**src/rtl/vdma_pkg.sv**
```systemverilog
package vdma_pkg;
  localparam int WORD_W = 16;
  localparam int BYTE_W = 8;
  localparam int LEN_W  = 16;
  localparam int ELEN_W = LEN_W + 1;   // effective length, zero means 2^LEN_W
  localparam int CNT_W  = LEN_W + 2;   // FIFO entry count, fill adds one word
  localparam int RNUM_W = 5;

  localparam logic [RNUM_W-1:0] RIX_MODE  = 5'h01;
  localparam logic [RNUM_W-1:0] RIX_INC   = 5'h0F;
  localparam logic [RNUM_W-1:0] RIX_LEN_L = 5'h13;
  localparam logic [RNUM_W-1:0] RIX_LEN_H = 5'h14;
  localparam logic [RNUM_W-1:0] RIX_SRC_L = 5'h15;
  localparam logic [RNUM_W-1:0] RIX_SRC_H = 5'h16;
  localparam logic [RNUM_W-1:0] RIX_METH  = 5'h17;

  localparam int EN_BIT = 4;
  localparam logic [3:0] BYTE_TARGET = 4'b0001;

  typedef enum logic [1:0] {
    KIND_XFER = 2'd0,
    KIND_COPY = 2'd1,
    KIND_FILL = 2'd2
  } kind_t;

  typedef struct packed {
    logic  start;
    logic  abort;
    kind_t kind;
  } dpCmd_t;

  function automatic kind_t decodeMethod(input logic [1:0] m);
    if (m == 2'b10)      return KIND_FILL;
    else if (m == 2'b11) return KIND_COPY;
    else                 return KIND_XFER;
  endfunction
endpackage

```
**src/rtl/vdma_cmd_ctrl.sv**
```systemverilog
module vdma_cmd_ctrl
  import vdma_pkg::*;
(
  input  logic              clk,
  input  logic              rstN,
  input  logic              ctrlWe,
  input  logic [WORD_W-1:0] ctrlData,
  input  logic              dataWe,
  input  logic [WORD_W-1:0] dataWord,
  input  logic              engBusy,
  output dpCmd_t            dpCmd,
  output logic [ELEN_W-1:0] opLen,
  output logic [WORD_W-1:0] opSrc,
  output logic [WORD_W-1:0] opDest,
  output logic [BYTE_W-1:0] opInc,
  output logic [WORD_W-1:0] opData,
  output logic              fifoPush,
  output logic [CNT_W-1:0]  fifoCount,
  output logic              fifoByte,
  output logic              fifoFlush,
  output logic              fillArm,
  output logic              dmaBusy
);
  logic              wordOpen;
  logic [WORD_W-1:0] cmdHi;
  logic              cmdDmaBit;
  logic [3:0]        cmdCode;
  logic [WORD_W-1:0] cmdAddr;
  logic              dmaEn;
  logic [BYTE_W-1:0] incReg;
  logic [LEN_W-1:0]  lenReg;
  logic [WORD_W-1:0] srcReg;
  logic [1:0]        methodSel;

  logic              isRegWr, isHiWr, isLoWr, dataAct;
  logic              dmaBitEff, launch;
  logic [3:0]        newCode;
  logic [WORD_W-1:0] newAddr, stepAddr;
  logic [ELEN_W-1:0] effLen;
  kind_t             launchKind;

  always_comb begin
    isRegWr    = ctrlWe && !wordOpen && (ctrlData[15:14] == 2'b10);
    isHiWr     = ctrlWe && !wordOpen && (ctrlData[15:14] != 2'b10);
    isLoWr     = ctrlWe && wordOpen;
    dataAct    = dataWe && !ctrlWe;
    dmaBitEff  = dmaEn ? ctrlData[7] : cmdDmaBit;
    newCode    = {ctrlData[5:4], cmdHi[15:14]};
    newAddr    = {ctrlData[1:0], cmdHi[13:0]};
    launch     = isLoWr && dmaBitEff && dmaEn;
    launchKind = decodeMethod(methodSel);
    effLen     = (lenReg == '0) ? ELEN_W'(1) << LEN_W : ELEN_W'(lenReg);
    stepAddr   = cmdAddr + WORD_W'(incReg);
    dmaBusy    = fillArm || dpCmd.start || engBusy;
  end

  always_ff @(posedge clk) begin
    if (!rstN) begin
      wordOpen  <= 1'b0;
      cmdHi     <= '0;
      cmdDmaBit <= 1'b0;
      cmdCode   <= '0;
      cmdAddr   <= '0;
      dmaEn     <= 1'b0;
      incReg    <= '0;
      lenReg    <= '0;
      srcReg    <= '0;
      methodSel <= '0;
      fillArm   <= 1'b0;
      dpCmd     <= '0;
      opLen     <= '0;
      opSrc     <= '0;
      opDest    <= '0;
      opInc     <= '0;
      opData    <= '0;
      fifoPush  <= 1'b0;
      fifoCount <= '0;
      fifoByte  <= 1'b0;
      fifoFlush <= 1'b0;
    end else begin
      fifoPush    <= 1'b0;
      fifoFlush   <= 1'b0;
      dpCmd.start <= 1'b0;
      dpCmd.abort <= 1'b0;
      if (isRegWr) begin
        case (ctrlData[12:8])
          RIX_MODE:  dmaEn          <= ctrlData[EN_BIT];
          RIX_INC:   incReg         <= ctrlData[7:0];
          RIX_LEN_L: lenReg[7:0]    <= ctrlData[7:0];
          RIX_LEN_H: lenReg[15:8]   <= ctrlData[7:0];
          RIX_SRC_L: srcReg[7:0]    <= ctrlData[7:0];
          RIX_SRC_H: srcReg[15:8]   <= ctrlData[7:0];
          RIX_METH:  methodSel      <= ctrlData[7:6];
          default: ;
        endcase
      end else if (isHiWr) begin
        cmdHi    <= ctrlData;
        wordOpen <= 1'b1;
      end else if (isLoWr) begin
        wordOpen  <= 1'b0;
        cmdDmaBit <= dmaBitEff;
        cmdCode   <= newCode;
        cmdAddr   <= newAddr;
        if (launch) begin
          fifoFlush <= dmaBusy;
          if (launchKind == KIND_FILL) begin
            fillArm     <= 1'b1;
            dpCmd.abort <= 1'b1;
          end else begin
            fillArm     <= 1'b0;
            dpCmd.start <= 1'b1;
            dpCmd.kind  <= launchKind;
            opLen       <= effLen;
            opSrc       <= srcReg;
            opDest      <= newAddr;
            opInc       <= incReg;
            fifoPush    <= 1'b1;
            fifoCount   <= CNT_W'(effLen);
            fifoByte    <= (launchKind == KIND_COPY) || (newCode == BYTE_TARGET);
            srcReg      <= srcReg + effLen[LEN_W-1:0];
            lenReg      <= '0;
          end
        end
      end else if (dataAct) begin
        cmdAddr  <= stepAddr;
        fifoPush <= 1'b1;
        fifoByte <= (cmdCode == BYTE_TARGET);
        if (fillArm) begin
          fillArm     <= 1'b0;
          dpCmd.start <= 1'b1;
          dpCmd.kind  <= KIND_FILL;
          opLen       <= effLen;
          opDest      <= stepAddr;
          opInc       <= incReg;
          opData      <= dataWord;
          fifoCount   <= CNT_W'(effLen) + CNT_W'(1);
        end else begin
          fifoCount   <= CNT_W'(1);
        end
      end
    end
  end
endmodule

```
**src/rtl/vdma_engine.sv**
```systemverilog
module vdma_engine
  import vdma_pkg::*;
#(
  parameter int HOLD_EXTRA = 8
) (
  input  logic              clk,
  input  logic              rstN,
  input  dpCmd_t            dpCmd,
  input  logic [ELEN_W-1:0] opLen,
  input  logic [WORD_W-1:0] opSrc,
  input  logic [WORD_W-1:0] opDest,
  input  logic [BYTE_W-1:0] opInc,
  input  logic [WORD_W-1:0] opData,
  input  logic [BYTE_W-1:0] copyRdData,
  output logic [WORD_W-1:0] copyRdAddr,
  output logic              engBusy,
  output logic              cpuHold,
  output logic              memWe,
  output logic              memByte,
  output logic [WORD_W-1:0] memAddr,
  output logic [WORD_W-1:0] memData
);
  localparam int REM_W = CNT_W;

  logic              active;
  kind_t             kind;
  logic [REM_W-1:0]  remain;
  logic [WORD_W-1:0] dest, src, fillWord;
  logic [BYTE_W-1:0] inc;

  always_ff @(posedge clk) begin
    if (!rstN) begin
      active   <= 1'b0;
      kind     <= KIND_XFER;
      remain   <= '0;
      dest     <= '0;
      src      <= '0;
      fillWord <= '0;
      inc      <= '0;
    end else if (dpCmd.start) begin
      active   <= 1'b1;
      kind     <= dpCmd.kind;
      remain   <= (dpCmd.kind == KIND_XFER) ? REM_W'(opLen) + REM_W'(HOLD_EXTRA)
                                            : REM_W'(opLen);
      dest     <= opDest;
      src      <= opSrc;
      fillWord <= opData;
      inc      <= opInc;
    end else if (dpCmd.abort) begin
      active <= 1'b0;
    end else if (active) begin
      remain <= remain - REM_W'(1);
      if (remain == REM_W'(1)) active <= 1'b0;
      if (kind != KIND_XFER) dest <= dest + WORD_W'(inc);
      if (kind == KIND_COPY) src <= src + WORD_W'(1);
    end
  end

  always_comb begin
    engBusy    = active;
    cpuHold    = active && (kind == KIND_XFER);
    memWe      = active && (kind != KIND_XFER);
    memByte    = active && (kind == KIND_COPY);
    memAddr    = dest;
    copyRdAddr = src;
    memData    = (kind == KIND_COPY) ? {{(WORD_W-BYTE_W){1'b0}}, copyRdData} : fillWord;
  end
endmodule

```
**src/rtl/vdma_sequencer.sv**
```systemverilog
module vdma_sequencer
  import vdma_pkg::*;
#(
  parameter int HOLD_EXTRA = 8
) (
  input  logic              clk,
  input  logic              rstN,
  input  logic              ctrlWe,
  input  logic [WORD_W-1:0] ctrlData,
  input  logic              dataWe,
  input  logic [WORD_W-1:0] dataWord,
  input  logic [BYTE_W-1:0] copyRdData,
  output logic [WORD_W-1:0] copyRdAddr,
  output logic              fifoPush,
  output logic [CNT_W-1:0]  fifoCount,
  output logic              fifoByte,
  output logic              fifoFlush,
  output logic              dmaBusy,
  output logic              fillPending,
  output logic              cpuHold,
  output logic              memWe,
  output logic              memByte,
  output logic [WORD_W-1:0] memAddr,
  output logic [WORD_W-1:0] memData
);
  dpCmd_t            dpCmd;
  logic [ELEN_W-1:0] opLen;
  logic [WORD_W-1:0] opSrc, opDest, opData;
  logic [BYTE_W-1:0] opInc;
  logic              engBusy;

  vdma_cmd_ctrl u_ctrl (
    .clk(clk), .rstN(rstN), .ctrlWe(ctrlWe), .ctrlData(ctrlData),
    .dataWe(dataWe), .dataWord(dataWord), .engBusy(engBusy),
    .dpCmd(dpCmd), .opLen(opLen), .opSrc(opSrc), .opDest(opDest),
    .opInc(opInc), .opData(opData), .fifoPush(fifoPush),
    .fifoCount(fifoCount), .fifoByte(fifoByte), .fifoFlush(fifoFlush),
    .fillArm(fillPending), .dmaBusy(dmaBusy)
  );

  vdma_engine #(.HOLD_EXTRA(HOLD_EXTRA)) u_eng (
    .clk(clk), .rstN(rstN), .dpCmd(dpCmd), .opLen(opLen), .opSrc(opSrc),
    .opDest(opDest), .opInc(opInc), .opData(opData),
    .copyRdData(copyRdData), .copyRdAddr(copyRdAddr), .engBusy(engBusy),
    .cpuHold(cpuHold), .memWe(memWe), .memByte(memByte),
    .memAddr(memAddr), .memData(memData)
  );
endmodule

```
**config.mk**
```make
export PLATFORM = sky130hd
export DESIGN_NAME = vdma_sequencer
export DESIGN_NICKNAME = d
export VERILOG_FILES = /design/src/rtl/vdma_pkg.sv /design/src/rtl/vdma_cmd_ctrl.sv /design/src/rtl/vdma_engine.sv /design/src/rtl/vdma_sequencer.sv
export SDC_FILE = /design/constraint.sdc
export NUM_CORES = 1
export LEC_CHECK = 0
export BUFFER_PORTS_ARGS = -buffer_cell sky130_fd_sc_hd__buf_2
export CAP_MARGIN = 20
export CORE_MARGIN = 2
export CORE_UTILIZATION = 40
export CTS_CLUSTER_DIAMETER = 120
export DETAILED_ROUTE_END_ITERATION = 7
export PLACE_DENSITY = 0.68
export SKIP_LAST_GASP = 1
export SLEW_MARGIN = 5
export SYNTH_ARGS = -nofsm -noshare
export SYNTH_HDL_FRONTEND = slang
export SYNTH_SLANG_ARGS = --single-unit
```
**constraint.sdc**
```tcl
create_clock -name clk -period 4.36 [get_ports clk]
set_input_delay 0.654 -clock clk [delete_from_list [all_inputs] [get_ports clk]]
set_output_delay 0.654 -clock clk [all_outputs]
set_load 0.02 [all_outputs]
```
==> results.md <==
- IR analysis of the VDD net gives a maximum drop of 277 uV.
- For met3 alone, demand over resource in global routing was under 10%.
- The share of power burned in combinational logic is roughly 4.2%.
- The synthesized area per cell is approximately 8.1 um2.
- By area the synthesized netlist is led by sky130_fd_sc_hd__dfxtp_1 (41%), sky130_fd_sc_hd__nand2_1 (7.2%), sky130_fd_sc_hd__a21oi_1 (6.9%), sky130_fd_sc_hd__nor2_1 (4.8%), sky130_fd_sc_hd__ha_1 (3.4%).
- The gate count of the mapped netlist is about 1600.
- The critical path goes through nor4b_1 > nand4_1 > nand2_1 > inv_1 > ha_1 > a21oi_1 > o22ai_1 > o21ai_0 > or3_1 > a31oi_1 > a2111oi_0.
- The minimum clock period is 3.34 ns.
- sky130_fd_sc_hd__dfxtp_1 takes more of the synthesized area than any other cell.
- The final clock period utilization by the worst path is about three quarters.
- Setup repair after global routing left no endpoint under its margin.
- Counting flops with a built-in enable in the synthesized netlist gives 0.
- In this run the static leakage power is 5.44 nW.
- Final hold analysis gives a worst-case slack of around 0.35 ns.
- In this design, the stage delay of the slowest critical-path cell is between 0.5 and 0.6 ns.
- Summed over all layers, the global routing overflow is 0.
- The routed layout has about 11000 vias.
- The number of endpoints with negative hold slack in the final report was 0.
- The met2 usage is 31.2%.
- The initial antenna violation count was 0.
- The first routing iteration left 1053 violations.
- The net count reported at finish is 1701.
- The antenna violation net count after detailed routing is 0.
- For the final database, setup skew stands at roughly 0.015 ns.
- The total of buffers placed on input and output ports is approximately 120.
- The met1 track demand over resource in global routing is about a third.
- The kind of start point of the critical path is a register.
- The clock latency reported for the late side of the worst-skew pair is ~0.55 ns.
- The capturing element type of the critical path is a register.
- The Yosys step of the flow raised 0 warnings.
- For the pin with the worst max-slew slack, the measured transition is roughly 1.1 ns.
- The finished cells cover between 10000 and 15000 um2.
- Measured against its own limit, the worst slew margin works out to between 20% and 30%.
- The post-route DRC violation count is 0.
- The floorplan core area is approximately 31000 um2.
- The count of cells along the worst hold path is 3.
- The post-synth net total is between 1500 and 2000.
- The number of H-tree levels is 1.
- The total power density per cell area is ~350 nW/um2.
- The layer carrying the most global-route usage is met1.
- The number of buffers added by the clock tree synthesis step is 28.
- The number of placement rows is 65.
- The critical path is of the register to register type.
- For this run, asynchronously set or reset flops after synthesis account for 0%.
- In the routed layout, each cell is associated on average with a via count of 5.55.
- The completed layout was analyzed and its total power is roughly 5 mW.
- In this run the worst path has a maximum fanout of 14.
- The first global-routing pass estimated around 57000 um of wire.
- The worst register-to-register path has a depth of 11.
- Setup violations remaining at the end of the flow were counted as 0.
- The number of synthesized register bits is 256.
- The number of buffers and inverters on the critical path is 1.
- Of the cells placed in the final design, the portion with a size suffix greater than 1 is between 10% and 20%.
- The maximum clock insertion buffer count is 3.
- The detailed placement HPWL is 25100 um.
- In this run the horizontal extent of the chip is 182 um.
- The cell family contributing the most delay on the critical path is compound AO/OA/AOI/OAI gates.
- In the synthesized netlist the dominant register cell turns out to be sky130_fd_sc_hd__dfxtp_1.
- The clock edge transition at the registers on the reported setup and hold paths is 0.06 ns.
- The post-CTS setup-driven buffer insertion count is 0.
- The path class of the lowest-slack min-delay path is input port to register.
- The I/O pin count is between 100 and 150.
- The final total negative setup slack is 0 ns.
- CTS saw around 260 sinks.
- The combined flip-flop and latch cell area is 5130 um2.
- The share of synthesized area occupied by flip-flops and latches is 40.6%.
- In this run, post-CTS repair resized a total of 0 instances.
- In this run the number of cells on the critical path is 11.
- The relative area change from synthesis to final layout is 13.8%.
- The proportion of power drawn by flip-flops and latches is a little under half.
- The internal cell power is roughly 3.9 mW.
- The slowest stage of the critical path belongs to the cell sky130_fd_sc_hd__o21ai_0.
- In the final routed layout, each cell accounts on average for between 15 and 20 um.
- The required time at the worst-slack endpoint is 4.79 ns.
- In this run switching power makes up approximately 22% of total power.
- The count of filler cells inserted in the layout is 3073.
- Prior to clock tree synthesis, the placed netlist has a worst setup slack of about 1.1 ns.
- Routability-driven placement finished with a final weighted congestion of 0.897.
- The largest net degree at the start of global routing is 97.
- The post-synthesis cell type count is 75.
- The run finished with clean final reports.
- After synthesis, the most frequently instantiated cells are sky130_fd_sc_hd__dfxtp_1 (256), sky130_fd_sc_hd__nand2_1 (244), sky130_fd_sc_hd__a21oi_1 (173), sky130_fd_sc_hd__nor2_1 (161), sky130_fd_sc_hd__clkbuf_1 (83).
- The number of pins with negative max-slew slack in the final report is 0.
- The maximum frequency from static timing analysis is 0.300 GHz.
- sky130_fd_sc_hd__dfxtp_1 is the most common cell in the netlist.
- The total iterations of the first detailed-routing run is 5.
- The final worst-path setup slack is 1.02 ns.
- The total area of multi-input combinational cells is 6940 um2.
- After synthesis, the largest area contributor takes up roughly two fifths of total cell area.
- The cts-stage hold buffer count is 0.
- The synthesized netlist occupies a cell area of between 10000 and 15000 um2.
- The total detailed-routing wirelength is between 30000 and 40000 um.
- The placed cell area is between 10000 and 15000 um2.
- For this design the total switching power over the nets is 1.12 mW.
- The floorplan step defined a die boundary enclosing 33000 um2.
- The data arrival time of the critical path is ~3.8 ns.
- Measured along the y axis, the die boundary spans between 150 and 200 um.
- For this configuration, the core starts out at a cell density of between 40% and 50%.
- TritonCTS built the clock tree.
- Across the run, the number of max-cap violations was 0.
- The tree is rooted in a sky130_fd_sc_hd__clkbuf_16.
- Global routing consumed, over all layers together, about a fifth of the routing resources.
- The via count of the first global-routing pass is between 10000 and 15000.
- In this run, the clock network consumes slightly below 50% of the power.
## through the flow
stage,cells,util [%]
after floorplan,1564,-
final,2040,45.9
after detailed placement,1992,42.9
after CTS,2039,45.9
after global routing,2039,45.9
after global placement,1992,42.9
## path summary, 6_finish.rpt
| kind | from | to | slack [ns] |
|---|---|---|---|
| worst max-delay path | u_ctrl.lenReg[10] | u_ctrl.srcReg[11] | 1.02 |
| worst min-delay path | dataWord[12] | u_ctrl.opData[12] | 0.35 |
| worst max register to register | u_ctrl.lenReg[10] | u_ctrl.srcReg[11] | 1.02 |
| worst min register to register | u_ctrl.opDest[1] | u_ctrl.opDest[1] | 0.45 |
## cells in the final DEF (no fill, tap or decap), types with 9 or more instances in the layout
| cell type | n |
|---|---|
| sky130_fd_sc_hd__buf_2 | 117 |
| sky130_fd_sc_hd__nand4_1 | 13 |
| sky130_fd_sc_hd__a211oi_1 | 44 |
| sky130_fd_sc_hd__buf_4 | 18 |
| sky130_fd_sc_hd__o211ai_1 | 13 |
| sky130_fd_sc_hd__dfxtp_1 | 255 |
| sky130_fd_sc_hd__nor2b_1 | 20 |
| sky130_fd_sc_hd__xor2_1 | 47 |
| sky130_fd_sc_hd__or3_1 | 9 |
| sky130_fd_sc_hd__a21oi_1 | 173 |
| sky130_fd_sc_hd__o21ai_0 | 65 |
| sky130_fd_sc_hd__mux2_2 | 9 |
| sky130_fd_sc_hd__xnor2_1 | 45 |
| sky130_fd_sc_hd__nor4_1 | 11 |
| sky130_fd_sc_hd__ha_1 | 34 |
| sky130_fd_sc_hd__and3_1 | 17 |
| sky130_fd_sc_hd__inv_1 | 32 |
| sky130_fd_sc_hd__mux2i_1 | 42 |
| sky130_fd_sc_hd__nand3_1 | 32 |
| sky130_fd_sc_hd__nor2_1 | 161 |
| sky130_fd_sc_hd__a22oi_1 | 24 |
| sky130_fd_sc_hd__nand2b_1 | 11 |
| sky130_fd_sc_hd__nand2_1 | 244 |
| sky130_fd_sc_hd__nor3_1 | 28 |
| sky130_fd_sc_hd__and2_1 | 14 |
| sky130_fd_sc_hd__clkbuf_16 | 29 |
## state kept, by name, indices dropped and copies added (netlist names), 2 cells and up
register and flops:
u_eng.inc 8, u_ctrl.opLen 17, u_eng.kind 2, u_eng.memAddr 16
u_ctrl.opSrc 16, u_ctrl.incReg 8, u_ctrl.cmdAddr 16, u_eng.copyRdAddr 16
u_ctrl.fifoCount 18, u_ctrl.lenReg 16, u_ctrl.cmdCode 4, u_eng.fillWord 16
u_ctrl.srcReg 16, u_ctrl.opDest 16, u_ctrl.dpCmd 4, u_ctrl.methodSel 2
u_ctrl.opData 16, u_ctrl.opInc 8, u_ctrl.cmdHi 16, u_eng.remain 18
## power by group through the flow
stage | logic, mW | registers [mW] | clock network (mW)
2_1_floorplan | 0.126 | 2.43 | 0
5_1_grt | 0.228 | 2.38 | 2.55
6_report | 0.209 | 2.38 | 2.41
4_1_cts | 0.207 | 2.38 | 2.45
3_5_place_dp | 0.206 | 2.43 | 0
3_3_place_gp | 0.204 | 2.43 | 0
## metal layers
metal	vias up	routed length (um)	part of all wire, %
met3	50	2310	6.5
met5	-	0	0
li1	5564	-	-
met4	0	660	1.9
met2	318	15300	43
met1	5382	17300	49
## layout make-up
type                    count  share of cell area (%)
clock buffers              39                    5.66
clock inverters             8                   0.818
well taps                 402                    3.50
repair buffers            136                    5.15
diodes                      1                  0.0174
flip-flops and latches    256                    35.7
multi-input cells        1164                    48.3
inverters                  34                   0.923
## worst min-delay path, stage by stage
cell and delay, ns:
sky130_fd_sc_hd__buf_2 0.10, sky130_fd_sc_hd__nand2_1 0.04, sky130_fd_sc_hd__a21oi_1 0.05
## cell families after synthesis
kind of cell	count (synthesis)	share of synthesized area, %
DFF	256	40.6
and+or+nand+nor	588	21.2
AOI/OAI and AO/OA	395	19.1
muxes	51	4.13
buffers and inverters	144	4.63
xor gates and xnor gates	92	6.38
adders and majority gates	38	3.92
No activity file was read; power rests on OpenSTA's default activity.
